### src/rtl/rcc_pkg.sv
package rcc_pkg;
  localparam int DATA_W = 8;
  localparam int ADDR_W = 1;

  localparam logic [ADDR_W-1:0] ADDR_CAUSE = 1'b0;
  localparam logic [ADDR_W-1:0] ADDR_WDT   = 1'b1;

  localparam int BIT_POR   = 1;
  localparam int BIT_WDT   = 3;
  localparam int BIT_SW    = 4;
  localparam int BIT_CMP   = 5;
  localparam int BIT_FLASH = 6;
  localparam int BIT_WEN   = 0;
  localparam int BIT_WSEL  = 1;

  typedef enum logic [1:0] {
    WDT_DIV12  = 2'b00,
    WDT_DIV4   = 2'b01,
    WDT_SYSCLK = 2'b10,
    WDT_ALT    = 2'b11
  } wdt_clk_e;

  // field order is the priority order, highest first
  typedef struct packed {
    logic flash;
    logic wdt;
    logic cmp;
    logic sw;
  } req_t;

  typedef struct packed {
    logic por;
    logic flash;
    logic wdt;
    logic cmp;
    logic sw;
  } cause_t;
endpackage

### src/rtl/rcc_sync.sv
module rcc_sync #(
  parameter int   STAGES  = 2,
  parameter logic RST_VAL = 1'b1
) (
  input  logic clk_i,
  input  logic rst_ni,
  input  logic d_i,
  output logic q_o
);
  logic [STAGES-1:0] chain_q;

  always_ff @(posedge clk_i or negedge rst_ni) begin
    if (!rst_ni) chain_q <= {STAGES{RST_VAL}};
    else         chain_q <= {chain_q[STAGES-2:0], d_i};
  end

  assign q_o = chain_q[STAGES-1];
endmodule

### src/rtl/rcc_arm.sv
module rcc_arm #(
  parameter int SETTLE_CYC = 8
) (
  input  logic clk_i,
  input  logic rst_ni,
  input  logic set_i,
  output logic en_o,
  output logic armed_o
);
  localparam int SW = $clog2(SETTLE_CYC + 1);

  logic          en_q;
  logic [SW-1:0] settle_q;

  // enable is sticky: only power-on clears it
  always_ff @(posedge clk_i or negedge rst_ni) begin
    if (!rst_ni) begin
      en_q     <= 1'b0;
      settle_q <= SW'(SETTLE_CYC);
    end else begin
      if (set_i) en_q <= 1'b1;
      if (en_q && settle_q != '0) settle_q <= settle_q - 1'b1;
    end
  end

  assign en_o    = en_q;
  assign armed_o = en_q && (settle_q == '0);
endmodule

### src/rtl/rcc_prio.sv
module rcc_prio
  import rcc_pkg::*;
(
  input  req_t   req_i,
  output logic   fire_o,
  output cause_t cause_o
);
  always_comb begin
    cause_o = '0;
    if      (req_i.flash) cause_o.flash = 1'b1;
    else if (req_i.wdt)   cause_o.wdt   = 1'b1;
    else if (req_i.cmp)   cause_o.cmp   = 1'b1;
    else if (req_i.sw)    cause_o.sw    = 1'b1;
  end

  assign fire_o = |req_i;
endmodule

### src/rtl/rcc_stretch.sv
module rcc_stretch #(
  parameter int RST_CYC = 16
) (
  input  logic clk_i,
  input  logic rst_ni,
  input  logic start_i,
  output logic active_o
);
  localparam int CW = (RST_CYC > 1) ? $clog2(RST_CYC) : 1;

  logic          active_q;
  logic [CW-1:0] cnt_q;

  always_ff @(posedge clk_i or negedge rst_ni) begin
    if (!rst_ni) begin
      active_q <= 1'b1;
      cnt_q    <= CW'(RST_CYC - 1);
    end else if (start_i) begin
      active_q <= 1'b1;
      cnt_q    <= CW'(RST_CYC - 1);
    end else if (active_q) begin
      if (cnt_q == '0) active_q <= 1'b0;
      else             cnt_q    <= cnt_q - 1'b1;
    end
  end

  assign active_o = active_q;
endmodule

### src/rtl/rst_cause_ctrl.sv
module rst_cause_ctrl
  import rcc_pkg::*;
#(
  parameter int RST_CYC    = 16,
  parameter int SETTLE_CYC = 8,
  parameter int SYNC_STG   = 2
) (
  input  logic              clk_i,
  input  logic              rst_ni,
  input  logic              wr_en_i,
  input  logic [ADDR_W-1:0] addr_i,
  input  logic [DATA_W-1:0] wr_data_i,
  output logic [DATA_W-1:0] rd_data_o,
  input  logic              cmp_i,
  input  logic              wdt_timeout_i,
  input  logic              flash_err_i,
  output logic              sys_rst_o,
  output logic              wdt_en_o,
  output logic [1:0]        wdt_clk_sel_o
);
  logic     rst_active;
  logic     cmp_sync, cmp_en, cmp_armed;
  logic     wr_cause, wr_wdt, fire;
  req_t     req;
  cause_t   cause_q, cause_nxt;
  logic     wdt_en_q;
  wdt_clk_e wdt_sel_q;

  assign wr_cause = wr_en_i && !rst_active && (addr_i == ADDR_CAUSE);
  assign wr_wdt   = wr_en_i && !rst_active && (addr_i == ADDR_WDT);

  rcc_sync #(.STAGES(SYNC_STG), .RST_VAL(1'b1)) u_sync (
    .clk_i  (clk_i),
    .rst_ni (rst_ni),
    .d_i    (cmp_i),
    .q_o    (cmp_sync)
  );

  rcc_arm #(.SETTLE_CYC(SETTLE_CYC)) u_arm (
    .clk_i   (clk_i),
    .rst_ni  (rst_ni),
    .set_i   (wr_cause && wr_data_i[BIT_CMP]),
    .en_o    (cmp_en),
    .armed_o (cmp_armed)
  );

  always_comb begin
    req       = '0;
    if (!rst_active) begin
      req.flash = flash_err_i;
      req.wdt   = wdt_timeout_i;
      req.cmp   = cmp_armed && !cmp_sync;  // low result = below threshold
      req.sw    = wr_cause && wr_data_i[BIT_SW];
    end
  end

  rcc_prio u_prio (
    .req_i   (req),
    .fire_o  (fire),
    .cause_o (cause_nxt)
  );

  rcc_stretch #(.RST_CYC(RST_CYC)) u_stretch (
    .clk_i    (clk_i),
    .rst_ni   (rst_ni),
    .start_i  (fire),
    .active_o (rst_active)
  );

  always_ff @(posedge clk_i or negedge rst_ni) begin
    if (!rst_ni) begin
      cause_q     <= '0;
      cause_q.por <= 1'b1;
    end else if (fire) begin
      cause_q <= cause_nxt;
    end
  end

  always_ff @(posedge clk_i or negedge rst_ni) begin
    if (!rst_ni) begin
      wdt_en_q  <= 1'b1;
      wdt_sel_q <= WDT_DIV12;
    end else if (fire) begin
      wdt_en_q  <= 1'b1;
      wdt_sel_q <= WDT_DIV12;
    end else if (wr_wdt) begin
      wdt_en_q  <= wr_data_i[BIT_WEN];
      wdt_sel_q <= wdt_clk_e'(wr_data_i[BIT_WSEL+:2]);
    end
  end

  always_comb begin
    rd_data_o = '0;
    if (addr_i == ADDR_CAUSE) begin
      rd_data_o[BIT_POR]   = cause_q.por;
      rd_data_o[BIT_WDT]   = cause_q.wdt;
      rd_data_o[BIT_SW]    = cause_q.sw;
      rd_data_o[BIT_CMP]   = cause_q.cmp;
      rd_data_o[BIT_FLASH] = cause_q.flash;
    end else begin
      rd_data_o[BIT_WEN]        = wdt_en_q;
      rd_data_o[BIT_WSEL+:2]    = wdt_sel_q;
    end
  end

  assign sys_rst_o     = rst_active;
  assign wdt_en_o      = wdt_en_q;
  assign wdt_clk_sel_o = wdt_sel_q;

  logic unused_en;
  assign unused_en = cmp_en;
endmodule

### config.mk
export PLATFORM = sky130hd
export DESIGN_NAME = rst_cause_ctrl
export DESIGN_NICKNAME = d
export VERILOG_FILES = /design/src/rtl/rcc_pkg.sv /design/src/rtl/rcc_sync.sv /design/src/rtl/rcc_arm.sv /design/src/rtl/rcc_prio.sv /design/src/rtl/rcc_stretch.sv /design/src/rtl/rst_cause_ctrl.sv
export SDC_FILE = /design/constraint.sdc
export NUM_CORES = 1
export LEC_CHECK = 0
export ABC_AREA = 1
export BUFFER_PORTS_ARGS = -buffer_cell sky130_fd_sc_hd__buf_2
export CORE_ASPECT_RATIO = 1.2
export CORE_MARGIN = 1.5
export CORE_UTILIZATION = 46
export CTS_CLUSTER_DIAMETER = 80
export DETAILED_ROUTE_END_ITERATION = 10
export PLACE_DENSITY_LB_ADDON = 0.3
export SETUP_SLACK_MARGIN = 0.05
export SKIP_LAST_GASP = 1
export SYNTH_ARGS = -nofsm -noshare
export SYNTH_HDL_FRONTEND = slang
export SYNTH_SLANG_ARGS = --single-unit
### constraint.sdc
create_clock -name clk_i -period 1.5 [get_ports clk_i]
set_clock_uncertainty 0.1 [all_clocks]
set_input_delay 0.225 -clock clk_i [delete_from_list [all_inputs] [get_ports clk_i]]
set_output_delay 0.225 -clock clk_i [all_outputs]
set_load 0.005 [all_outputs]
After elaboration in Yosys (flattened, before gate mapping)
Cells that the tools add are included.

word-level totals
  bits in registers = 20
  latch bits = 0
  RAM bits = 0
  bits in read-only memories = 0
  input bits = 15
  memories = 0

operators by class
  $add $sub $neg = 2
  $mul = 0
  divide/modulo/power cells = 0
  magnitude comparators = 0
  equality and inequality tests = 1
  shift operators = 0
  muxes and demuxes = 22
  bitwise logic cells = 1
  reductions and logical operators = 17

operator list
  operator                                                             count
  4-bit two-way mux                                                    5
  1-bit two-way mux                                                    13
  1-bit logical AND                                                    8
  4-bit zero test                                                      2
  4-bit by 1-bit subtractor with 4-bit output (second input constant)  2
  2-bit two-way mux                                                    3
  2-bit nonzero test                                                   2
  4-bit nonzero test                                                   1
  4-bit OR reduction                                                   1
  3-bit two-way mux                                                    1
  1-bit zero test                                                      2
  2-bit != test (second input constant)                                1
  2-bit AND reduction                                                  1
  1-bit inverter                                                       1

Logic depth before layout (Yosys ltp)
  depth in word-level cells = 9
  depth in mapped cells = 7
  mapped depth without buffers = 6

Cells and area by module
Synthesis repeated with hierarchy kept, for this count alone.

second synthesis, totals
  cells, all modules = 146
  area total of the unflattened synthesis = 1141.1 um^2

modules (own cells, without submodules)
  module          times used  cells each  area an instance (um^2)
  rst_cause_ctrl  1           65          478.0
  rcc_stretch     1           32          281.5
  rcc_arm         1           33          266.5
  rcc_prio        1           14          62.6
  rcc_sync        1           2           52.6

Worst setup path before layout
OpenSTA, ideal clock, no wires.

  path type = register to register
  start = register u_stretch.cnt_q[0]
  end = register u_stretch.cnt_q[1]
  library setup time = 0.064 ns
  arrival = 1.253 ns
  data required time = 1.336 ns
  slack = 0.083 ns
  cell stages (with the launch flop) = 7
  path buffers = 0
  cell sequence = dfstp_2 > inv_1 > ha_1 > nand3_1 > nand2_1 > or2_0 > nand3_1

on the way
  longest elaborated chain between the ends = 4

ends and longest elaborated chain
  what                                         line               text
  start, declared                              rcc_stretch.sv:12  logic [CW-1:0] cnt_q;
  start signal, assigned                       rcc_stretch.sv:17  cnt_q <= CW'(RST_CYC - 1);
  start signal, assigned                       rcc_stretch.sv:20  cnt_q <= CW'(RST_CYC - 1);
  start signal, assigned                       rcc_stretch.sv:23  else cnt_q <= cnt_q - 1'b1;
  4-bit by 1-bit subtractor with 4-bit output  rcc_stretch.sv:23
  4-bit two-way mux                            rcc_stretch.sv:22  if (cnt_q == '0) active_q <= 1'b0;
  4-bit two-way mux                            rcc_stretch.sv:21  end else if (active_q) begin
  4-bit two-way mux                            rcc_stretch.sv:18  end else if (start_i) begin

Parallel ways exist; a longest one is shown, timed or not. The select of a mux whose other input is x is not followed.
A chain may end at the register's enable or synchronous reset.

Worst setup path in the final report
  start = register cause_q[4] in the netlist's numbering
  end = output rd_data_o[1]

on the way
  longest elaborated chain between the ends = 1

ends and longest elaborated chain
  what                    line                  text
  start, declared         rst_cause_ctrl.sv:25  cause_t cause_q, cause_nxt;
  start signal, assigned  rst_cause_ctrl.sv:75  cause_q <= cause_nxt;
  1-bit two-way mux       rst_cause_ctrl.sv:94  if (addr_i == ADDR_CAUSE) begin
  end, declared           rst_cause_ctrl.sv:13  output logic [DATA_W-1:0] rd_data_o,

No other way between the ends.

==> impl_metrics.py <==
metrics = {
    "floorplanning": {
        "rows": 18,
        "initial_utilization": 0.492,
        "die_area_mm2": 0.00253,
        "die_w_um": 46.2,
        "io-pin-count": 27,
        "coreArea_mm2": 0.00209,
        "die_h_um": 54.8,
    },
    "yosys": {
        "ys_warn_count": 0,
        "synth_nets": 144,
        "synthCells": 126,
        "synth_seq_area_share": 0.498,
        "synth.area.top_cells": "dfstp_2 (26%), dfrtp_1 (24%), inv_1 (9.5%)",
        "synth.top_cell.area_share": 0.255,
        "synth.avg_cell_area_um2": 8.17,
        "ys_seq_elements": 20,
        "yosysUniqueCellTypes": 22,
        "netlist_area_mm2": 0.00103,
        "yosys.area.top_type": "dfstp_2",
    },
    "timing": {
        "hold_violations": 0,
        "timing.final.crit_share": 0.941,
        "setup_viol": 0,
        "timing.fmax_ghz": 0.709,
        "min_period_ns": 1.41,
        "grt_setup_unrepaired": "true",
        "drv_slew": 0,
        "timing.setup.tns_ns": 0,
    },
    "setup_path": {
        "startpoint": "cause_q[4]",
        "critical_path.slowest_cell": "dfstp_2",
        "endpoint_kind": "primary output",
        "reg2regPathDepth": 6,
        "cp.depth": 3,
        "reg2reg_from": "u_stretch.cnt_q[0]",
        "arrival_ns": 1.09,
        "crit_buf_inv": 2,
        "slowest_delay_ns": 0.54,
        "worstPathRequired_ns": 1.17,
        "path_class": "reg2out",
        "r2r_end": "u_stretch.cnt_q[1]",
        "crit_fanout": 2,
        "worstPathCellList": "inv_2 -> o21ai_2 -> buf_2",
        "cpLargestDelayFamily": "flip-flops",
        "crit_end": "rd_data_o[1]",
        "critPathLaunchType": "register",
        "rrSetupSlack_ns": 0.10,
    },
    "global_route": {
        "grt_max_degree": 21,
        "gr-total-overflow": 0,
        "grt.total_usage": 0.164,
        "antenna_found_initial": 0,
        "grt_pass1_wl_mm": 2.99,
        "grt_pass1_vias": 740,
    },
    "final_layout": {
        "area_delta_synth_final_pct": 25.0,
        "final_nets": 175,
        "final_cell_mix": "inv_1 (25), nand2_1 (25), buf_2 (22)",
        "stdcell_count": 186,
        "diodes": 0,
        "drive_gt1_frac": 0.346,
    },
    "worst_hold_path": {
        "min_path_type": "in2reg",
        "hold_start": "wr_data_i[5]",
    },
    "clocking": {
        "htreeDepth": 1,
        "cts.sinks": 20,
        "cts_tree": "done",
        "insertion_delay_ns": 0.29,
        "cts_made_buffers": 3,
        "cts.path.max_buffers": 2,
        "clkTransAtPathRegs_ns": 0.11,
        "cts_root_buf": "clkbuf_4",
    },
    "power": {
        "ir_drop_mv": 0.898,
        "power_density_mw_per_mm2": 1550,
        "p_leak_nw": 0.719,
    },
    "run": {
        "cap_violations": 0,
    },
    "placement": {
        "io_buffers": 22,
        "place_inst": 176,
        "place.gp.congestion": 0.779,
        "dpl.hpwl_mm": 1.34,
    },
    "routing": {
        "drc": 0,
        "ant_nets": 0,
        "vias_per_cell": 4.52,
        "firstDrtPassIters": 4,
        "drt_iter0_markers": 15,
        "wire_per_inst_um": 9.85,
        "dr_total_vias": 840,
        "wl_mm": 1.83,
    },
    "outcome": {
        "status": "finished clean",
    },
}
==> worst reg2reg max path: cells and delay by family (launching register included) <==
family                     cells  cell delay, ns
adders and majority gates      1            0.19
buffers and inverters          1            0.05
DFF                            1            0.57
and+or+nand+nor                4            0.44
==> how the worst min path moves through the flow <==
stage | end | cells past startpoint
floorplan | cause_q[0] | 0
global placement | cause_q[0] | 1
detailed placement | cause_q[0] | 1
CTS | wdt_en_o | 3
global route | wdt_en_o | 3
finish | u_arm.en_o | 3
==> registers in the layout, indices dropped and copies added, names as in the netlist <==
register	count
wdt_en_o	1
u_stretch.active_o	1
u_stretch.cnt_q	4
wdt_clk_sel_o	2
u_sync.chain_q	2
cause_q	5
u_arm.settle_q	4
u_arm.en_o	1
==> final cells by class <==
cell class	count	area, µm²
Clock buffer	3	22.5
Tap cell	30	37.5
Multi-Input combinational cell	76	419
Inverter	28	105
Clock inverter	1	30.0
Fill cell	212	807
Timing Repair Buffer	28	160
Sequential cell	20	513
==> logic make-up (layout without fill, tap and decap cells) <==
group           count (synthesis)  after routing  synth area share
compound gates                 10             10            0.0522
xor+xnor                        4              4            0.0340
fa+ha+maj                       3              3            0.0365
buf+inv                        30             60             0.114
flops                          20             20             0.498
other cells                     1              1           0.00364
simple gates                   58             58             0.261
==> routing by layer <==
| metal | track usage | up-vias | share of wire |
|---|---|---|---|
| met5 | 0 | - | 0 |
| met1 | 0.210 | 378 | 0.48 |
| met2 | 0.282 | 20 | 0.48 |
| li1 | - | 440 | - |
| met4 | 0.0571 | 0 | 0.0071 |
| met3 | 0.0198 | 2 | 0.027 |
==> stage by stage <==
stage | util | setup slack (ns) | cell area, µm² | hold slack (ns) | power (W)
after floorplan | - | 0.0834 | 1030 | -0.171 | 0.00131
final | 0.615 | 0.0888 | 1290 | 0.0622 | 0.00199
after global routing | 0.615 | 0.0315 | 1290 | 0.0787 | 0.00217
after detailed placement | 0.556 | 0.00425 | 1160 | 0.0901 | 0.00151
after CTS | 0.596 | 0.0392 | 1250 | 0.0589 | 0.00196
after global placement | 0.556 | 0.0496 | 1160 | 0.0918 | 0.00148
==> power by group <==
| part | total [W] | leakage (nW) | internal [W] | switching [W] |
|---|---|---|---|---|
| clock | 0.000433 | 0.0279 | 0.000270 | 0.000163 |
| combinational | 0.000720 | 0.457 | 0.000318 | 0.000402 |
| sequential | 0.000842 | 0.235 | 0.000744 | 0.0000987 |
| total | 0.00199 | 0.719 | 0.00133 | 0.000664 |
==> cell usage after synthesis <==
| cell | number |
|---|---|
| buf_2 | 1 |
| nand3_2 | 1 |
| a21oi_1 | 3 |
| buf_4 | 1 |
| conb_1 | 1 |
| nand3_1 | 11 |
| o21ai_0 | 6 |
| dfrtp_1 | 10 |
| xor2_1 | 3 |
| nand2_1 | 26 |
| inv_2 | 2 |
| xnor2_1 | 1 |
| inv_1 | 26 |
| ha_1 | 3 |
| nand4_1 | 4 |
| nor3_1 | 1 |
| dfstp_2 | 10 |
| or2_0 | 1 |
| o21ai_2 | 1 |
| nor2_4 | 2 |
| nor2_1 | 11 |
| nand2_2 | 1 |
==> repair_timing <==
action	CTS	global route
endpoints found under the hold margin	11	0
setup endpoints to repair	3	13
hold buffers	2	0
buffers inserted	0	4
resized for setup	3	7
pin swaps	0	6
(Power assumes the default switching activity.)
